===== src/rtl/ow_srch_pkg.sv =====
package ow_srch_pkg;

  localparam int POS_PER_BYTE = 4;
  localparam int SLOTS_PER_POS = 3;

  typedef enum logic [1:0] {
    SLOT_RD = 2'd0,
    SLOT_W0 = 2'd1,
    SLOT_W1 = 2'd2
  } slot_kind_e;

  typedef enum logic [1:0] {
    ENG_IDLE  = 2'd0,
    ENG_ISSUE = 2'd1,
    ENG_WAIT  = 2'd2
  } eng_state_e;

endpackage


===== src/rtl/ow_slot_timer.sv =====
module ow_slot_timer
  import ow_srch_pkg::*;
#(
  parameter int NRM_LOW1   = 6,
  parameter int NRM_LOW0   = 48,
  parameter int NRM_SAMPLE = 12,
  parameter int NRM_SLOT   = 60,
  parameter int NRM_REC    = 4,
  parameter int OVD_LOW1   = 2,
  parameter int OVD_LOW0   = 10,
  parameter int OVD_SAMPLE = 4,
  parameter int OVD_SLOT   = 16,
  parameter int OVD_REC    = 2
) (
  input  logic       clk,
  input  logic       rst_n,
  input  logic       abort,
  input  logic       start,
  input  slot_kind_e kind,
  input  logic       ovd,
  input  logic       sense,
  output logic       pull,
  output logic       rd_bit,
  output logic       done
);

  localparam int NRM_TOTAL = NRM_SLOT + NRM_REC;
  localparam int OVD_TOTAL = OVD_SLOT + OVD_REC;
  localparam int MAX_TOTAL = (NRM_TOTAL > OVD_TOTAL) ? NRM_TOTAL : OVD_TOTAL;
  localparam int CW        = $clog2(MAX_TOTAL + 1);

  localparam logic [CW-1:0] N_L1   = CW'(NRM_LOW1);
  localparam logic [CW-1:0] N_L0   = CW'(NRM_LOW0);
  localparam logic [CW-1:0] N_SMP  = CW'(NRM_SAMPLE);
  localparam logic [CW-1:0] N_LAST = CW'(NRM_TOTAL - 1);
  localparam logic [CW-1:0] O_L1   = CW'(OVD_LOW1);
  localparam logic [CW-1:0] O_L0   = CW'(OVD_LOW0);
  localparam logic [CW-1:0] O_SMP  = CW'(OVD_SAMPLE);
  localparam logic [CW-1:0] O_LAST = CW'(OVD_TOTAL - 1);

  logic          busy_q;
  logic [CW-1:0] cnt_q;
  slot_kind_e    kind_q;
  logic          ovd_q;
  logic          bit_q;
  logic [CW-1:0] low_len;
  logic [CW-1:0] smp_at;
  logic [CW-1:0] last_at;

  always_comb begin
    if (ovd_q) begin
      low_len = (kind_q == SLOT_W0) ? O_L0 : O_L1;
      smp_at  = O_SMP;
      last_at = O_LAST;
    end else begin
      low_len = (kind_q == SLOT_W0) ? N_L0 : N_L1;
      smp_at  = N_SMP;
      last_at = N_LAST;
    end
  end

  assign pull   = busy_q && (cnt_q < low_len);
  assign done   = busy_q && (cnt_q == last_at);
  assign rd_bit = bit_q;

  always_ff @(posedge clk) begin
    if (!rst_n) begin
      busy_q <= 1'b0;
      cnt_q  <= '0;
      kind_q <= SLOT_RD;
      ovd_q  <= 1'b0;
      bit_q  <= 1'b1;
    end else if (abort) begin
      busy_q <= 1'b0;
      cnt_q  <= '0;
    end else if (start) begin
      busy_q <= 1'b1;
      cnt_q  <= '0;
      kind_q <= kind;
      ovd_q  <= ovd;
    end else if (busy_q) begin
      if (cnt_q == smp_at) bit_q <= sense;
      if (done) begin
        busy_q <= 1'b0;
        cnt_q  <= '0;
      end else begin
        cnt_q <= cnt_q + 1'b1;
      end
    end
  end

  // the sequencer never launches a slot over one still running
  assert_start_when_free_R4: assert property (@(posedge clk) disable iff (!rst_n)
    start |-> !busy_q);

  // the line is released in the cycle after a slot finishes
  assert_release_after_slot_R10: assert property (@(posedge clk) disable iff (!rst_n)
    done |=> !pull);

endmodule


===== src/rtl/ow_srch_engine.sv =====
module ow_srch_engine
  import ow_srch_pkg::*;
#(
  parameter int NPOS = POS_PER_BYTE
) (
  input  logic            clk,
  input  logic            rst_n,
  input  logic            en,
  input  logic            go,
  input  logic [NPOS-1:0] dir,
  output logic            slot_start,
  output slot_kind_e      slot_kind,
  input  logic            slot_done,
  input  logic            slot_bit,
  output logic [NPOS-1:0] chosen,
  output logic [NPOS-1:0] disc,
  output logic            byte_done,
  output logic            idle
);

  localparam int PW = (NPOS > 1) ? $clog2(NPOS) : 1;
  localparam logic [PW-1:0] POS_LAST = PW'(NPOS - 1);

  eng_state_e      state_q;
  logic [PW-1:0]   pos_q;
  logic [1:0]      sub_q;
  logic            first_q;
  logic            wr_q;
  logic [NPOS-1:0] dir_q;
  logic [NPOS-1:0] chosen_q;
  logic [NPOS-1:0] disc_q;
  logic            pick_bit;
  logic            pick_flag;

  // triplet decision from the true read (first_q) and the complement read
  always_comb begin
    if (first_q != slot_bit) begin
      pick_bit  = first_q;
      pick_flag = 1'b0;
    end else if (!first_q) begin
      pick_bit  = dir_q[pos_q];
      pick_flag = 1'b1;
    end else begin
      pick_bit  = 1'b1;
      pick_flag = 1'b1;
    end
  end

  assign slot_start = (state_q == ENG_ISSUE);
  assign slot_kind  = (sub_q != 2'd2) ? SLOT_RD : (wr_q ? SLOT_W1 : SLOT_W0);
  assign byte_done  = (state_q == ENG_WAIT) && slot_done && (sub_q == 2'd2) && (pos_q == POS_LAST);
  assign idle       = (state_q == ENG_IDLE);
  assign chosen     = chosen_q;
  assign disc       = disc_q;

  always_ff @(posedge clk) begin
    if (!rst_n) begin
      state_q  <= ENG_IDLE;
      pos_q    <= '0;
      sub_q    <= 2'd0;
      first_q  <= 1'b1;
      wr_q     <= 1'b1;
      dir_q    <= '0;
      chosen_q <= '0;
      disc_q   <= '0;
    end else if (!en) begin
      state_q <= ENG_IDLE;
    end else begin
      case (state_q)
        ENG_IDLE: if (go) begin
          pos_q    <= '0;
          sub_q    <= 2'd0;
          dir_q    <= dir;
          chosen_q <= '0;
          disc_q   <= '0;
          state_q  <= ENG_ISSUE;
        end
        ENG_ISSUE: state_q <= ENG_WAIT;
        ENG_WAIT: if (slot_done) begin
          case (sub_q)
            2'd0: begin
              first_q <= slot_bit;
              sub_q   <= 2'd1;
              state_q <= ENG_ISSUE;
            end
            2'd1: begin
              chosen_q[pos_q] <= pick_bit;
              disc_q[pos_q]   <= pick_flag;
              wr_q            <= pick_bit;
              sub_q           <= 2'd2;
              state_q         <= ENG_ISSUE;
            end
            default: begin
              sub_q <= 2'd0;
              if (pos_q == POS_LAST) begin
                state_q <= ENG_IDLE;
              end else begin
                pos_q   <= pos_q + 1'b1;
                state_q <= ENG_ISSUE;
              end
            end
          endcase
        end
        default: state_q <= ENG_IDLE;
      endcase
    end
  end

  // a new byte is only started from idle
  assert_go_from_idle_R4: assert property (@(posedge clk) disable iff (!rst_n)
    (go && en) |-> idle);

endmodule


===== src/rtl/ow_srch_pack.sv =====
module ow_srch_pack #(
  parameter int NPOS = 4
) (
  input  logic [2*NPOS-1:0] host_byte,
  input  logic [NPOS-1:0]   chosen,
  input  logic [NPOS-1:0]   disc,
  output logic [NPOS-1:0]   dir,
  output logic [2*NPOS-1:0] result
);

  for (genvar k = 0; k < NPOS; k++) begin : g_lane
    assign dir[k]        = host_byte[2*k+1];
    assign result[2*k+1] = chosen[k];
    assign result[2*k]   = disc[k];
  end

endmodule


===== src/rtl/ow_srch_accel.sv =====
module ow_srch_accel
  import ow_srch_pkg::*;
#(
  parameter int NRM_LOW1   = 6,
  parameter int NRM_LOW0   = 48,
  parameter int NRM_SAMPLE = 12,
  parameter int NRM_SLOT   = 60,
  parameter int NRM_REC    = 4,
  parameter int OVD_LOW1   = 2,
  parameter int OVD_LOW0   = 10,
  parameter int OVD_SAMPLE = 4,
  parameter int OVD_SLOT   = 16,
  parameter int OVD_REC    = 2
) (
  input  logic       clk,
  input  logic       rst_n,
  input  logic       srch_en,
  input  logic       overdrive,
  input  logic       in_valid,
  output logic       in_ready,
  input  logic [7:0] in_data,
  output logic       out_valid,
  input  logic       out_ready,
  output logic [7:0] out_data,
  output logic       ow_pull,
  input  logic       ow_sense
);

  localparam int NPOS = POS_PER_BYTE;

  logic            go;
  logic [NPOS-1:0] dir;
  logic [NPOS-1:0] chosen;
  logic [NPOS-1:0] disc;
  logic            slot_start;
  slot_kind_e      slot_kind;
  logic            slot_done;
  logic            slot_bit;
  logic            byte_done;
  logic            eng_idle;
  logic            res_valid_q;

  assign in_ready  = srch_en && eng_idle && !res_valid_q;
  assign go        = in_valid && in_ready;
  assign out_valid = res_valid_q;

  ow_srch_pack #(.NPOS(NPOS)) u_pack (
    .host_byte (in_data),
    .chosen    (chosen),
    .disc      (disc),
    .dir       (dir),
    .result    (out_data)
  );

  ow_srch_engine #(.NPOS(NPOS)) u_engine (
    .clk        (clk),
    .rst_n      (rst_n),
    .en         (srch_en),
    .go         (go),
    .dir        (dir),
    .slot_start (slot_start),
    .slot_kind  (slot_kind),
    .slot_done  (slot_done),
    .slot_bit   (slot_bit),
    .chosen     (chosen),
    .disc       (disc),
    .byte_done  (byte_done),
    .idle       (eng_idle)
  );

  ow_slot_timer #(
    .NRM_LOW1(NRM_LOW1), .NRM_LOW0(NRM_LOW0), .NRM_SAMPLE(NRM_SAMPLE),
    .NRM_SLOT(NRM_SLOT), .NRM_REC(NRM_REC),
    .OVD_LOW1(OVD_LOW1), .OVD_LOW0(OVD_LOW0), .OVD_SAMPLE(OVD_SAMPLE),
    .OVD_SLOT(OVD_SLOT), .OVD_REC(OVD_REC)
  ) u_timer (
    .clk    (clk),
    .rst_n  (rst_n),
    .abort  (!srch_en),
    .start  (slot_start),
    .kind   (slot_kind),
    .ovd    (overdrive),
    .sense  (ow_sense),
    .pull   (ow_pull),
    .rd_bit (slot_bit),
    .done   (slot_done)
  );

  always_ff @(posedge clk) begin
    if (!rst_n) begin
      res_valid_q <= 1'b0;
    end else if (!srch_en) begin
      res_valid_q <= 1'b0;
    end else if (byte_done) begin
      res_valid_q <= 1'b1;
    end else if (out_ready) begin
      res_valid_q <= 1'b0;
    end
  end

  // disabling releases the line and drops the pending result
  assert_disable_release_R2: assert property (@(posedge clk) disable iff (!rst_n)
    !srch_en |=> (!ow_pull && !out_valid));

  // a result waiting on back-pressure is held unchanged
  assert_hold_result_R3: assert property (@(posedge clk) disable iff (!rst_n)
    (out_valid && !out_ready && srch_en) |=> (out_valid && $stable(out_data)));

  // an accepted byte closes the input for the next cycle
  assert_accept_busy_R3: assert property (@(posedge clk) disable iff (!rst_n)
    (in_valid && in_ready) |=> !in_ready);

  // a finished result never coexists with bus activity
  assert_result_bus_idle_R9: assert property (@(posedge clk) disable iff (!rst_n)
    out_valid |-> !ow_pull);

endmodule


===== config.mk =====
export PLATFORM = sky130hd
export DESIGN_NAME = ow_srch_accel
export DESIGN_NICKNAME = d
export VERILOG_FILES = /design/src/rtl/ow_srch_pkg.sv /design/src/rtl/ow_slot_timer.sv /design/src/rtl/ow_srch_engine.sv /design/src/rtl/ow_srch_pack.sv /design/src/rtl/ow_srch_accel.sv
export SDC_FILE = /design/constraint.sdc
export NUM_CORES = 1
export LEC_CHECK = 0
export BUFFER_PORTS_ARGS = -buffer_cell sky130_fd_sc_hd__buf_2
export CAP_MARGIN = 20
export CORE_MARGIN = 5
export CORE_UTILIZATION = 46
export DETAILED_ROUTE_END_ITERATION = 10
export MAX_ROUTING_LAYER = met4
export PLACE_DENSITY = 0.74
export SYNTH_ARGS = -nofsm -noshare
export SYNTH_HDL_FRONTEND = slang
export SYNTH_SLANG_ARGS = --single-unit

===== constraint.sdc =====
create_clock -name clk -period 4.9 [get_ports clk]
set_clock_uncertainty 0.15 [all_clocks]
set_input_delay 0.735 -clock clk [delete_from_list [all_inputs] [get_ports clk]]
set_output_delay 0.735 -clock clk [all_outputs]
set_load 0.005 [all_outputs]

==> impl_results.html <==
<table>
<tr><th>Metric</th><th>Value</th></tr>
<tr><th colspan="2">Clocking</th></tr>
<tr><td>CTS H-Tree Depth</td><td>2</td></tr>
<tr><td>Clock Latency Late Sink</td><td>0.28 ns</td></tr>
<tr><td>Hold-fix buffers, CTS</td><td>0</td></tr>
<tr><td>TritonCTS clock tree</td><td>done</td></tr>
<tr><td>TritonCTS Sinks</td><td>33</td></tr>
<tr><td>Resized Gates After CTS</td><td>0</td></tr>
<tr><td>Maximum number of buffers from clock root to sink</td><td>2</td></tr>
<tr><td>Number of buffers inserted during clock tree synthesis</td><td>5</td></tr>
<tr><td>Post-CTS setup buffer count</td><td>0</td></tr>
<tr><td>Clk pin slew, worst setup/hold paths</td><td>0.06 ns</td></tr>
<tr><td>Clock root cell</td><td>sky130_fd_sc_hd__clkbuf_8</td></tr>
<tr><th colspan="2">Layout</th></tr>
<tr><td>Net count reported at finish</td><td>255</td></tr>
<tr><td>Sequential standard cell area</td><td>661 µm²</td></tr>
<tr><td>Final standard cell count with taps included and fillers excluded</td><td>278</td></tr>
<tr><td>Multi-input gate area in the final layout</td><td>1050 µm²</td></tr>
<tr><td>Number of diodes</td><td>0</td></tr>
<tr><td>Fillers</td><td>370</td></tr>
<tr><td>Final design instance area without fill</td><td>1990 µm²</td></tr>
<tr><td>Layout overhead on the synthesized area</td><td>12.2%</td></tr>
<tr><td>Most common cell after layout, fill and taps aside</td><td>sky130_fd_sc_hd__nand2_1</td></tr>
<tr><td>Ratio of cells with drive above 1 in the final layout</td><td>16.1%</td></tr>
<tr><td>Top library cells by usage in the layout, fill and taps aside</td><td>sky130_fd_sc_hd__nand2_1 (36), sky130_fd_sc_hd__dfxtp_1 (33), sky130_fd_sc_hd__buf_2 (21), sky130_fd_sc_hd__nor2_1 (14), sky130_fd_sc_hd__a21oi_1 (14)</td></tr>
<tr><th colspan="2">Power and ir drop</th></tr>
<tr><td>Total power</td><td>0.000501 W</td></tr>
<tr><td>Total net switching power</td><td>0.000108 W</td></tr>
<tr><td>Clock Power Share</td><td>40.4%</td></tr>
<tr><td>Cell-internal power</td><td>0.000392 W</td></tr>
<tr><td>Sw Ratio</td><td>21.7%</td></tr>
<tr><td>Maximum ir drop on the vdd rail</td><td>0.174 mV</td></tr>
<tr><td>Power per cell area</td><td>251 nW/µm²</td></tr>
<tr><td>Relative contribution of sequential cells to total power</td><td>54.4%</td></tr>
<tr><td>Combinational cell fraction of total power</td><td>5.2%</td></tr>
<tr><td>Static Leakage</td><td>0.825 nW</td></tr>
<tr><th colspan="2">Worst hold path</th></tr>
<tr><td>Min-delay src</td><td>u_engine.dir_q[3]$_SDFFE_PN0P_</td></tr>
<tr><td>Class of the worst hold path</td><td>flip-flop to flip-flop</td></tr>
<tr><td>Count of cells along the worst hold path</td><td>2</td></tr>
<tr><td>Worst min-delay path endpoint</td><td>u_engine.dir_q[3]$_SDFFE_PN0P_</td></tr>
<tr><th colspan="2">Yosys</th></tr>
<tr><td>Yosys top cell area share</td><td>37.2%</td></tr>
<tr><td>Number of standard cells after synthesis</td><td>210</td></tr>
<tr><td>#FFs+latches synth</td><td>33</td></tr>
<tr><td>EDFF count, synth</td><td>0</td></tr>
<tr><td>Synthesized area</td><td>1780 µm²</td></tr>
<tr><td>Synthesis Warnings</td><td>0</td></tr>
<tr><td>Syn_nets</td><td>235</td></tr>
<tr><td>FFs w/ async S/R, synth</td><td>0%</td></tr>
<tr><td>Distinct cells, synth</td><td>45</td></tr>
<tr><td>Most frequently used flop master after synthesis</td><td>sky130_fd_sc_hd__dfxtp_1</td></tr>
<tr><td>Synth area leaders</td><td>sky130_fd_sc_hd__dfxtp_1 (37%), sky130_fd_sc_hd__nand2_1 (7.6%), sky130_fd_sc_hd__ha_1 (7.0%)</td></tr>
<tr><td>Fraction of the yosys area taken by sequential cells</td><td>37.2%</td></tr>
<tr><td>Top cell type by total area after synthesis</td><td>sky130_fd_sc_hd__dfxtp_1</td></tr>
<tr><td>Post-Synthesis Mean Instance Area</td><td>8.46 µm²</td></tr>
<tr><th colspan="2">Timing</th></tr>
<tr><td>Count of final max-slew check failures</td><td>0</td></tr>
<tr><td>RSZ-0062 raised after global routing</td><td>no</td></tr>
<tr><td>Highest Clock Rate</td><td>339 MHz</td></tr>
<tr><td>Count of final setup violators</td><td>0</td></tr>
<tr><td>Max-slew headroom</td><td>36.7%</td></tr>
<tr><td>Final critical path time including I/O delays and setup</td><td>2.95 ns</td></tr>
<tr><td>Fin Setup TNS</td><td>0 ns</td></tr>
<tr><td>Transition time of the tightest slew-check pin</td><td>0.947 ns</td></tr>
<tr><td>Final Worst Setup Slack</td><td>1.95 ns</td></tr>
<tr><td>Share of the cycle needed by the critical path after routing</td><td>60.2%</td></tr>
<tr><td>Final hold violation count</td><td>0</td></tr>
<tr><th colspan="2">Worst setup path</th></tr>
<tr><td>Source of the worst register-to-register timing path</td><td>u_timer.ovd_q$_SDFFE_PN0P_</td></tr>
<tr><td>Top Family by Delay on Critical Path</td><td>simple AND/OR/NAND/NOR gates</td></tr>
<tr><td>Worst stage delay on the critical path</td><td>0.51 ns</td></tr>
<tr><td>Endpoint kind of the worst setup timing path</td><td>primary output</td></tr>
<tr><td>Startpoint type of the worst setup path</td><td>flip-flop</td></tr>
<tr><td>Capturing point of the worst reg2reg path</td><td>u_engine.disc[3]$_SDFFE_PN0P_</td></tr>
<tr><td>Buffer and inverter count on the worst path</td><td>1</td></tr>
<tr><td>Class of the most critical setup path</td><td>flip-flop to primary output</td></tr>
<tr><td>Data required time of the worst path</td><td>4.01 ns</td></tr>
<tr><td>Crit Path Max Fanout</td><td>8</td></tr>
<tr><td>Worst path cell trace</td><td>or3b_2, ha_1, a211o_1, a31oi_1, buf_2</td></tr>
<tr><td>Setup slack on the worst flop-to-flop path</td><td>2.46 ns</td></tr>
<tr><td>Slowest CP cell</td><td>sky130_fd_sc_hd__or3b_2</td></tr>
<tr><td>R2R depth</td><td>5</td></tr>
<tr><td>Arrival time of the worst setup path</td><td>2.06 ns</td></tr>
<tr><th colspan="2">Floorplan</th></tr>
<tr><td>Initial standard-cell utilization of the core</td><td>48.2%</td></tr>
<tr><td>Vertical die dimension</td><td>72.2 µm</td></tr>
<tr><td>Number of placement rows</td><td>22</td></tr>
<tr><td>Die footprint</td><td>5210 µm²</td></tr>
<tr><td>Number of I/O pins</td><td>26</td></tr>
<tr><td>DIE WIDTH</td><td>72.2 µm</td></tr>
<tr><td>Area of the core</td><td>3690 µm²</td></tr>
<tr><th colspan="2">Drt</th></tr>
<tr><td>Remaining DRCs</td><td>0</td></tr>
<tr><td>Final antenna-violating net count</td><td>0</td></tr>
<tr><td>Drt pass-1 iters</td><td>4</td></tr>
<tr><td>Routed WL per cell</td><td>13.0 µm</td></tr>
<tr><td>Vias post-DR</td><td>1502</td></tr>
<tr><td>Routed wire length</td><td>3620 µm</td></tr>
<tr><td>Average via count per standard cell</td><td>5.40</td></tr>
<tr><td>Initial DRC Count</td><td>76</td></tr>
<tr><th colspan="2">Placement</th></tr>
<tr><td>Placement Cell Area</td><td>1910 µm²</td></tr>
<tr><td>Port Buffers</td><td>21</td></tr>
<tr><td>Half-perimeter wire length of the detailed placement result</td><td>2600 µm</td></tr>
<tr><td>Post-Place Setup Slack</td><td>2.18 ns</td></tr>
<tr><td>Placer's final routability congestion estimate</td><td>0.828</td></tr>
<tr><td>Total instance count after detailed placement</td><td>271</td></tr>
<tr><th colspan="2">Run</th></tr>
<tr><td>Max-Cap Viols</td><td>0</td></tr>
<tr><th colspan="2">Status</th></tr>
<tr><td>Run status</td><td>completed</td></tr>
<tr><th colspan="2">GRT</th></tr>
<tr><td>Total gr overflow</td><td>0</td></tr>
<tr><td>Met2 track utilization from global routing</td><td>25.8%</td></tr>
<tr><td>Global Route met3 Usage</td><td>4.43%</td></tr>
<tr><td>Top Usage Layer GRT</td><td>met2</td></tr>
<tr><td>Met1 track demand over resource</td><td>18.7%</td></tr>
<tr><td>First-pass GRT wire length</td><td>6400 µm</td></tr>
<tr><td>All-Layer GR Usage</td><td>15.9%</td></tr>
<tr><td>Pin count of the biggest net entering global routing</td><td>31</td></tr>
<tr><td>Vias in the first global route</td><td>1457</td></tr>
<tr><td>Initial antenna violation count</td><td>0</td></tr>
</table>
## logic make-up (layout without fill, tap and decap cells)
family	Yosys count	count (layout)	share of synthesized area, %
xor+xnor	8	8	3.94
flops	33	33	37.2
simple gates	92	92	25.6
compound gates	49	49	20.2
buf+inv	15	35	3.45
mux	3	3	2.54
fa+ha+maj	10	10	7.04
## worst register-to-register path: stages (launching register included)
cell	delay [ns]
sky130_fd_sc_hd__dfxtp_1	0.46
sky130_fd_sc_hd__or3b_4	0.43
sky130_fd_sc_hd__a2111oi_0	0.61
sky130_fd_sc_hd__o2111ai_1	0.25
sky130_fd_sc_hd__nor2_1	0.32
sky130_fd_sc_hd__a21o_1	0.17
## cells in the mapped netlist, drive strengths merged, types with 3 or more instances
cell type / count
inv: 7
nand4: 4
ha: 10
a21o: 9
xnor2: 3
nand3: 11
clkbuf: 5
buf: 3
o21ai: 7
a21oi: 14
nor2b: 5
a21boi: 6
nand2b: 9
nand2: 36
xor2: 5
dfxtp: 33
nor2: 14
## worst max-delay path by stage
| stage | to | startpoint | depth (start not counted) | slack, ns |
|---|---|---|---|---|
| final | ow_pull | u_timer.ovd_q$_SDFFE_PN0P_ | 5 | 1.95 |
| after global routing | ow_pull | u_timer.ovd_q$_SDFFE_PN0P_ | 5 | 1.83 |
| after CTS | ow_pull | u_timer.ovd_q$_SDFFE_PN0P_ | 5 | 1.95 |
| after detailed placement | u_engine.disc[3]$_SDFFE_PN0P_ | srch_en | 6 | 2.18 |
| after global placement | u_engine.disc[2]$_SDFFE_PN0P_ | srch_en | 6 | 2.20 |
| after floorplan | ow_pull | u_timer.ovd_q$_SDFFE_PN0P_ | 5 | 2.37 |
## through the flow
stage	hold slack [ns]	util, %
2_1_floorplan	0.290	-
3_3_place_gp	0.304	51.7
3_5_place_dp	0.308	51.7
4_1_cts	0.317	54.0
5_1_grt	0.355	54.0
6_report	0.317	54.0
## final cells by class
cell class,instances,area share [%]
clock buffer,7,4.33
inverter,7,1.32
sequential,33,33.1
tap,48,3.01
multi-input combinational,162,52.9
timing repair buffer,21,5.27
## state kept, by name, summed over array words and instances, names as in the netlist, 2 cells and up
signal            flops
u_engine.chosen       4
u_engine.dir_q        4
u_engine.disc         4
u_engine.pos_q        2
u_engine.state_q      2
u_engine.sub_q        2
u_timer.cnt_q         7
u_timer.kind_q        2
## per-layer routing
metal	share of wire, %	wire length (µm)
met5	0	0
met4	1.5	53
met3	4.7	171
met2	47	1700
met1	47	1690
## power groups by stage
stage	Combinational [W]	Sequential (W)	Clock [W]
after floorplan	0.0000184	0.000277	0
after global placement	0.0000253	0.000278	0
after detailed placement	0.0000259	0.000278	0
after CTS	0.0000260	0.000272	0.000207
after global routing	0.0000290	0.000273	0.000224
final	0.0000259	0.000272	0.000202
Note: power is estimated with default switching activity, not from simulation.
